==> src/rtl/modal_reg_pkg.sv <==
package modal_reg_pkg;

    typedef enum logic [1:0] {
        S_IDLE  = 2'd0,
        S_ACK   = 2'd1,
        S_RETRY = 2'd2
    } fsm_t;

    typedef enum logic {
        MODE_PLANAR = 1'b0,
        MODE_LINEAR = 1'b1
    } mode_t;

    localparam int MM_STAT_WORD = 0;
    localparam int MM_IRQ_WORD  = 1;
    localparam int MM_MODE_WORD = 2;

endpackage

==> src/rtl/idx_bank.sv <==
module idx_bank #(
    parameter int DEPTH = 4
) (
    input  logic                     clk,
    input  logic                     rst_n,
    input  logic                     idx_we,
    input  logic                     dat_we,
    input  logic [7:0]               wbyte,
    output logic [$clog2(DEPTH)-1:0] idx_o,
    output logic [7:0]               dat_o
);
    localparam int IDX_W = $clog2(DEPTH);

    logic [IDX_W-1:0] idx_q;
    logic [7:0]       slot_q [DEPTH];

    always_ff @(posedge clk) begin
        if (!rst_n) begin
            idx_q <= '0;
        end else if (idx_we) begin
            idx_q <= wbyte[IDX_W-1:0];
        end
    end

    always_ff @(posedge clk) begin
        if (!rst_n) begin
            for (int k = 0; k < DEPTH; k++) slot_q[k] <= '0;
        end else if (dat_we) begin
            slot_q[idx_q] <= wbyte;
        end
    end

    assign idx_o = idx_q;
    assign dat_o = slot_q[idx_q];

endmodule

==> src/rtl/irq_bank.sv <==
module irq_bank #(
    parameter int NUM_IRQ = 4
) (
    input  logic               clk,
    input  logic               rst_n,
    input  logic [NUM_IRQ-1:0] src_i,
    input  logic               wr_i,
    input  logic [3:0]         be_i,
    input  logic [31:0]        wdata_i,
    input  logic               rd_full_i,
    output logic [31:0]        view_o,
    output logic               irq_o
);
    logic [NUM_IRQ-1:0] status_q, status_d;
    logic [NUM_IRQ-1:0] armed_q,  armed_d;
    logic [NUM_IRQ-1:0] en_q,     en_d;

    for (genvar i = 0; i < NUM_IRQ; i++) begin : g_bit
        logic lane_lo, lane_hi, w1c, w0;
        assign lane_lo = be_i[i / 8];
        assign lane_hi = be_i[2 + i / 8];
        assign w1c     = wr_i & lane_lo &  wdata_i[i];
        assign w0      = wr_i & lane_lo & ~wdata_i[i];

        assign status_d[i] = w1c                        ? 1'b0 :
                             (src_i[i] & armed_q[i])    ? 1'b1 :
                             rd_full_i                  ? 1'b0 : status_q[i];
        assign armed_d[i]  = w1c ? 1'b0 : (w0 ? 1'b1 : armed_q[i]);
        assign en_d[i]     = (wr_i & lane_hi) ? wdata_i[16 + i] : en_q[i];

        // a disarmed bit never holds a latched event
        assert_disarmed_quiet_R8: assert property (@(posedge clk) disable iff (!rst_n)
            !armed_q[i] |-> !status_q[i]);
    end

    for (genvar j = 0; j < 16; j++) begin : g_view
        if (j < NUM_IRQ) begin : g_live
            assign view_o[j]      = status_q[j] | ~armed_q[j];
            assign view_o[16 + j] = en_q[j];
        end else begin : g_pad
            assign view_o[j]      = 1'b0;
            assign view_o[16 + j] = 1'b0;
        end
    end

    always_ff @(posedge clk) begin
        if (!rst_n) begin
            status_q <= '0;
            armed_q  <= '1;
            en_q     <= '0;
        end else begin
            status_q <= status_d;
            armed_q  <= armed_d;
            en_q     <= en_d;
        end
    end

    assign irq_o = |(status_q & en_q);

    // after a four-byte read only freshly pulsed bits may remain latched
    assert_full_read_clears_R9: assert property (@(posedge clk) disable iff (!rst_n)
        (rd_full_i && !wr_i) |=> ((status_q & ~$past(src_i)) == '0));

endmodule

==> src/rtl/modal_reg_front.sv <==
module modal_reg_front
    import modal_reg_pkg::*;
#(
    parameter int ADDR_W     = 4,
    parameter int NUM_PAIRS  = 2,
    parameter int PAIR_DEPTH = 4,
    parameter int NUM_IRQ    = 4
) (
    input  logic               clk,
    input  logic               rst_n,
    input  logic               req_valid,
    input  logic               req_mm,
    input  logic [ADDR_W-1:0]  req_addr,
    input  logic [3:0]         req_be,
    input  logic               req_write,
    input  logic [31:0]        req_wdata,
    output logic               ack,
    output logic               retry,
    output logic [31:0]        rdata,
    input  logic [7:0]         sense_in,
    input  logic [NUM_IRQ-1:0] irq_src,
    output logic               irq_out
);
    localparam int IDX_W = $clog2(PAIR_DEPTH);
    localparam logic [ADDR_W-1:0] A_IO_STAT = ADDR_W'(2 * NUM_PAIRS);
    localparam logic [ADDR_W-1:0] A_IO_MODE = ADDR_W'(2 * NUM_PAIRS + 1);
    localparam logic [ADDR_W-1:0] A_MM_STAT = ADDR_W'(MM_STAT_WORD);
    localparam logic [ADDR_W-1:0] A_MM_IRQ  = ADDR_W'(MM_IRQ_WORD);
    localparam logic [ADDR_W-1:0] A_MM_MODE = ADDR_W'(MM_MODE_WORD);

    fsm_t              state_q, state_d;
    mode_t             mode_q;
    logic              q_mm, q_write;
    logic [ADDR_W-1:0] q_addr;
    logic [3:0]        q_be;
    logic [31:0]       q_wdata;
    logic              refuse;

    // decode at the request edge: planar-mode memory read of the status word
    assign refuse = req_mm && !req_write && (req_addr == A_MM_STAT) && (mode_q == MODE_PLANAR);

    always_comb begin
        state_d = state_q;
        unique case (state_q)
            S_IDLE:  if (req_valid) state_d = refuse ? S_RETRY : S_ACK; // accept / refuse
            S_ACK:   state_d = S_IDLE;                                   // complete
            S_RETRY: state_d = S_IDLE;                                   // release
            default: state_d = S_IDLE;
        endcase
    end

    always_ff @(posedge clk) begin
        if (!rst_n) state_q <= S_IDLE;
        else        state_q <= state_d;
    end

    always_ff @(posedge clk) begin
        if (!rst_n) begin
            q_mm <= 1'b0; q_write <= 1'b0; q_addr <= '0; q_be <= '0; q_wdata <= '0;
        end else if (state_q == S_IDLE && req_valid) begin
            q_mm <= req_mm; q_write <= req_write; q_addr <= req_addr;
            q_be <= req_be; q_wdata <= req_wdata;
        end
    end

    logic in_ack, io_acc, mm_acc;
    assign in_ack = (state_q == S_ACK);
    assign io_acc = in_ack && !q_mm;
    assign mm_acc = in_ack &&  q_mm;

    // mode bit: lands at the edge that ends its own response
    logic mode_we;
    assign mode_we = q_write && q_be[0] &&
                     ((io_acc && q_addr == A_IO_MODE) || (mm_acc && q_addr == A_MM_MODE));

    always_ff @(posedge clk) begin
        if (!rst_n)       mode_q <= MODE_PLANAR;
        else if (mode_we) mode_q <= mode_t'(q_wdata[0]);
    end

    // legacy index/data pairs, I/O space only
    logic [IDX_W-1:0] pair_idx [NUM_PAIRS];
    logic [7:0]       pair_dat [NUM_PAIRS];

    for (genvar p = 0; p < NUM_PAIRS; p++) begin : g_pair
        logic idx_we, dat_we;
        assign idx_we = io_acc && q_write && q_be[0] && (q_addr == ADDR_W'(2 * p));
        assign dat_we = io_acc && q_write && q_be[0] && (q_addr == ADDR_W'(2 * p + 1));
        idx_bank #(.DEPTH(PAIR_DEPTH)) u_bank (
            .clk    (clk),
            .rst_n  (rst_n),
            .idx_we (idx_we),
            .dat_we (dat_we),
            .wbyte  (q_wdata[7:0]),
            .idx_o  (pair_idx[p]),
            .dat_o  (pair_dat[p])
        );
    end

    // interrupt register, memory space word 1
    logic        irq_wr, irq_rd_full;
    logic [31:0] irq_view;
    assign irq_wr      = mm_acc &&  q_write && (q_addr == A_MM_IRQ);
    assign irq_rd_full = mm_acc && !q_write && (q_addr == A_MM_IRQ) && (q_be == 4'hF);

    irq_bank #(.NUM_IRQ(NUM_IRQ)) u_irq (
        .clk       (clk),
        .rst_n     (rst_n),
        .src_i     (irq_src),
        .wr_i      (irq_wr),
        .be_i      (q_be),
        .wdata_i   (q_wdata),
        .rd_full_i (irq_rd_full),
        .view_o    (irq_view),
        .irq_o     (irq_out)
    );

    // outputs
    always_comb begin
        ack   = 1'b0;
        retry = 1'b0;
        rdata = '0;
        unique case (state_q)
            S_IDLE: ;
            S_RETRY: retry = 1'b1;
            S_ACK: begin
                ack = 1'b1;
                if (!q_write) begin
                    if (!q_mm) begin
                        for (int p = 0; p < NUM_PAIRS; p++) begin
                            if (q_addr == ADDR_W'(2 * p))     rdata = 32'(pair_idx[p]);
                            if (q_addr == ADDR_W'(2 * p + 1)) rdata = 32'(pair_dat[p]);
                        end
                        if (q_addr == A_IO_STAT && mode_q == MODE_PLANAR) rdata = {24'b0, sense_in};
                        if (q_addr == A_IO_MODE) rdata = {31'b0, mode_q};
                    end else begin
                        if (q_addr == A_MM_STAT) rdata = {24'b0, sense_in};
                        if (q_addr == A_MM_IRQ)  rdata = irq_view;
                        if (q_addr == A_MM_MODE) rdata = {31'b0, mode_q};
                    end
                end
            end
            default: ;
        endcase
    end

    assert_one_response_R2: assert property (@(posedge clk) disable iff (!rst_n)
        !(ack && retry));
    assert_ack_next_cycle_R2: assert property (@(posedge clk) disable iff (!rst_n)
        (state_q == S_IDLE && req_valid) |=> (ack || retry));
    assert_planar_refuse_R5: assert property (@(posedge clk) disable iff (!rst_n)
        (state_q == S_IDLE && req_valid && req_mm && !req_write &&
         req_addr == A_MM_STAT && mode_q == MODE_PLANAR) |=> (retry && !ack));
    assert_mode_boundary_R6: assert property (@(posedge clk) disable iff (!rst_n)
        (mode_q != $past(mode_q)) |-> ($past(state_q) == S_ACK));

endmodule

==> config.mk <==
export PLATFORM = sky130hd
export DESIGN_NAME = modal_reg_front
export DESIGN_NICKNAME = d
export VERILOG_FILES = /design/src/rtl/modal_reg_pkg.sv /design/src/rtl/idx_bank.sv /design/src/rtl/irq_bank.sv /design/src/rtl/modal_reg_front.sv
export SDC_FILE = /design/constraint.sdc
export NUM_CORES = 1
export LEC_CHECK = 0
export BUFFER_PORTS_ARGS = -buffer_cell sky130_fd_sc_hd__buf_2
export CORE_MARGIN = 10
export CORE_UTILIZATION = 30
export CTS_CLUSTER_SIZE = 14
export DETAILED_ROUTE_END_ITERATION = 10
export PLACE_DENSITY = 0.61
export SETUP_SLACK_MARGIN = 0.02
export SYNTH_ARGS = -nofsm -noshare
export SYNTH_HDL_FRONTEND = slang
export SYNTH_SLANG_ARGS = --single-unit
==> constraint.sdc <==
create_clock -name clk -period 2.3 [get_ports clk]
set_input_delay 0.23 -clock clk [delete_from_list [all_inputs] [get_ports clk]]
set_output_delay 0.23 -clock clk [all_outputs]
set_load 0.005 [all_outputs]
==> impl_metrics.ini <==
[sta]
clock_skew_ps = 8.77
hold_viol = 0
relSlewSlack_pct = 52.9
rsz0062_at_grt = yes
fin_ws_ps = 93.4
setup_violations = 0
period_needed_ps = 2210
maxClockFrequency_mhz = 453
worst_pin_slew_ps = 704
finalSetupTns_ps = 0
fin_crit_sh_pct = 95.9
holdWs_ps = 122
slew_viol_final = 0

[final_layout]
drive_above_1_share_pct = 26.7
final_common_cell = nand2_1
area_growth_pct = 21.1
fin_nets = 599
num-fill-cells = 1633
fin_cells = 767
seq_area_um2 = 2830
layout_common_cells = nand2_1 (77), edfxtp_1 (64), buf_2 (51), nor2_1 (39), dfxtp_1 (39)
fin_util_pct = 37.4
stdcell_area_um2 = 6280
num_antenna_cells = 0
multi_input_area_um2 = 2280

[clocking]
cts_buffers = 9
cts-root-buf = clkbuf_16
clock_sinks = 109
clock_tree.buffer_depth = 2
clk_latency_ps = 350
cts_tree = yes
clk_transition_reported_paths_ps = 70
htreeDepth = 3

[synth]
synthArstFlopShare_pct = 0
seq_area_frac_synth_pct = 54.5
syn-mean-instance-area_um2 = 11.0
synth.distinct_cells = 54
synth_cells = 469
ys_top_cells_by_area = edfxtp_1 (37%), dfxtp_1 (17%), mux4_2 (7.0%), nand2_1 (5.6%), and2_1 (4.5%)
yosys_warnings = 0
yosys_most_used_dff = edfxtp_1
syn_area_um2 = 5180
synth_edf_count = 64
synth_seq_cells = 109
yosys.area.top_type_share_pct = 37.1
yosysTopAreaCell = edfxtp_1

[worst_setup_path]
r2r_slack_ps = 220
reg2reg_depth = 5
setup.worst_path.end_class = primary output
worstPathArrival_ps = 1980
reg2reg_to = g_pair[0].u_bank.slot_q[0][5]
required_ps = 2070
rr_startpoint = q_addr[0]
start_kind = flip-flop
cp_max_fo = 7
worstSetupPathType = flip-flop to primary output

[placement]
dpl.hpwl_mm = 9.83
dp_cells = 743
pre_cts_ws_ps = 8.55
portBuffers = 51
placed_area_um2 = 5750
gp_congestion = 0.875

[routing]
ant_nets = 0
maxUsedRoutingLayer = met4
drc = 0
wl_met3_um = 722
route.vias.total = 3747
wl_per_cell_um = 16.9
drt_iter0_drc = 302
met1_length_mm = 5.42
firstDrtPassIters = 5
wl_met2_mm = 6.47
wl_mm = 12.9
via_per_inst = 4.89

[grt]
gr-total-overflow = 0
grt_usage_pct = 11.6
first_global_vias = 3896
grt_first_pass_wirelength_mm = 20.7
grt_max_degree = 58
antenna_found_initial = 0

[floorplan]
die_x_um = 151
dieArea_um2 = 22900
design.core.area_um2 = 16800
num_io_pins = 92
rows = 47
initial_utilization_pct = 30.9
die_h_um = 151

[min_path]
hold_class = input port to flip-flop
hold_path_depth = 3
holdCritStartpoint = req_wdata[19]
hold_end = q_wdata[19]

[power_and_ir_drop]
powerDensity_nw_per_um2 = 645
p_total_mw = 4.05
vdd_drop_max_mv = 0.361
total_leakage_power_nw = 2.34

[flow_run]
timing.max_cap.violations = 0

[outcome]
status = finished clean
## layer usage
metal,track usage (%),vias up
met3,2.12,20
met5,0,-
met4,5.20,0
met2,18.9,113
met1,14.6,1817
li1,-,1797
## critical path: stages (launching register included)
cell,delay (ps)
dfxtp_2,350
buf_4,130
nor4bb_1,250
buf_4,210
a22oi_2,100
a2111oi_4,400
buf_2,180
## synth_stat cells (4+ instances only)
master and count:
nor4_1 6, edfxtp_1 64, a22o_1 6, o211ai_1 4, nand3_1 5, a22oi_1 6
dfxtp_1 45, nand2_1 77, nand2b_1 7, mux4_2 16, o21ai_0 8, a21boi_0 22
clkbuf_1 19, buf_4 21, nor2_1 40, buf_2 5, and2_1 37, nor3_1 5
nor2b_1 14, mux2i_1 11, and3_1 5
## worst max-delay path by stage
| stage | slack, ps | startpoint | to |
|---|---|---|---|
| after floorplan | 160 | q_addr[3] | g_pair[1].u_bank.slot_q[1][0] |
| after global placement | 30 | q_addr[0] | rdata[0] |
| after detailed placement | 9 | q_addr[0] | rdata[0] |
| after CTS | 30 | q_addr[0] | rdata[1] |
| after global routing | -6 | q_addr[3] | rdata[2] |
| final | 90 | q_addr[0] | rdata[0] |
## flip-flops by register name, indices dropped and copies added, names as in the netlist, named ones only
register / flops
g_pair.u_bank.slot_q: 64
q_wdata: 12
g_pair.u_bank.idx_o: 4
q_addr: 4
q_be: 4
u_irq.armed_q: 4
u_irq.en_q: 4
u_irq.status_q: 4
state_q: 2
mode_q: 1
q_mm: 1
q_write: 1
## power by group
group	leakage [nW]	internal [mW]	switching, mW
registers	1.03	2.12	0.0597
logic	1.16	0.144	0.173
clock network	0.149	0.850	0.698
## kinds of logic (layout without fill, tap and decap cells)
group / Yosys count / count (layout) / share of synthesized area, %
muxes: 27 / 27 / 9.08
AOI/OAI and AO/OA: 63 / 63 / 8.91
buffers and inverters: 48 / 107 / 5.12
and+or+nand+nor: 221 / 221 / 22.3
other: 1 / 20 / 0.0724
DFF: 109 / 109 / 54.5
## timing repair
| action | CTS | global route |
|---|---|---|
| buffers inserted | 5 | 3 |
| pin swaps | 4 | 7 |
| gates resized for setup | 18 | 16 |
| hold buffers | 0 | 0 |
| setup endpoints to repair | 8 | 20 |
## cell type report
class / count / area share, %
well taps: 220 / 4.39
clock buffers: 9 / 3.59
multi-input cells: 331 / 36.3
inverters: 2 / 0.120
repair buffers: 89 / 9.31
clock inverters: 7 / 1.16
flip-flops and latches: 109 / 45.1
Note: power is estimated with default switching activity, not from simulation.
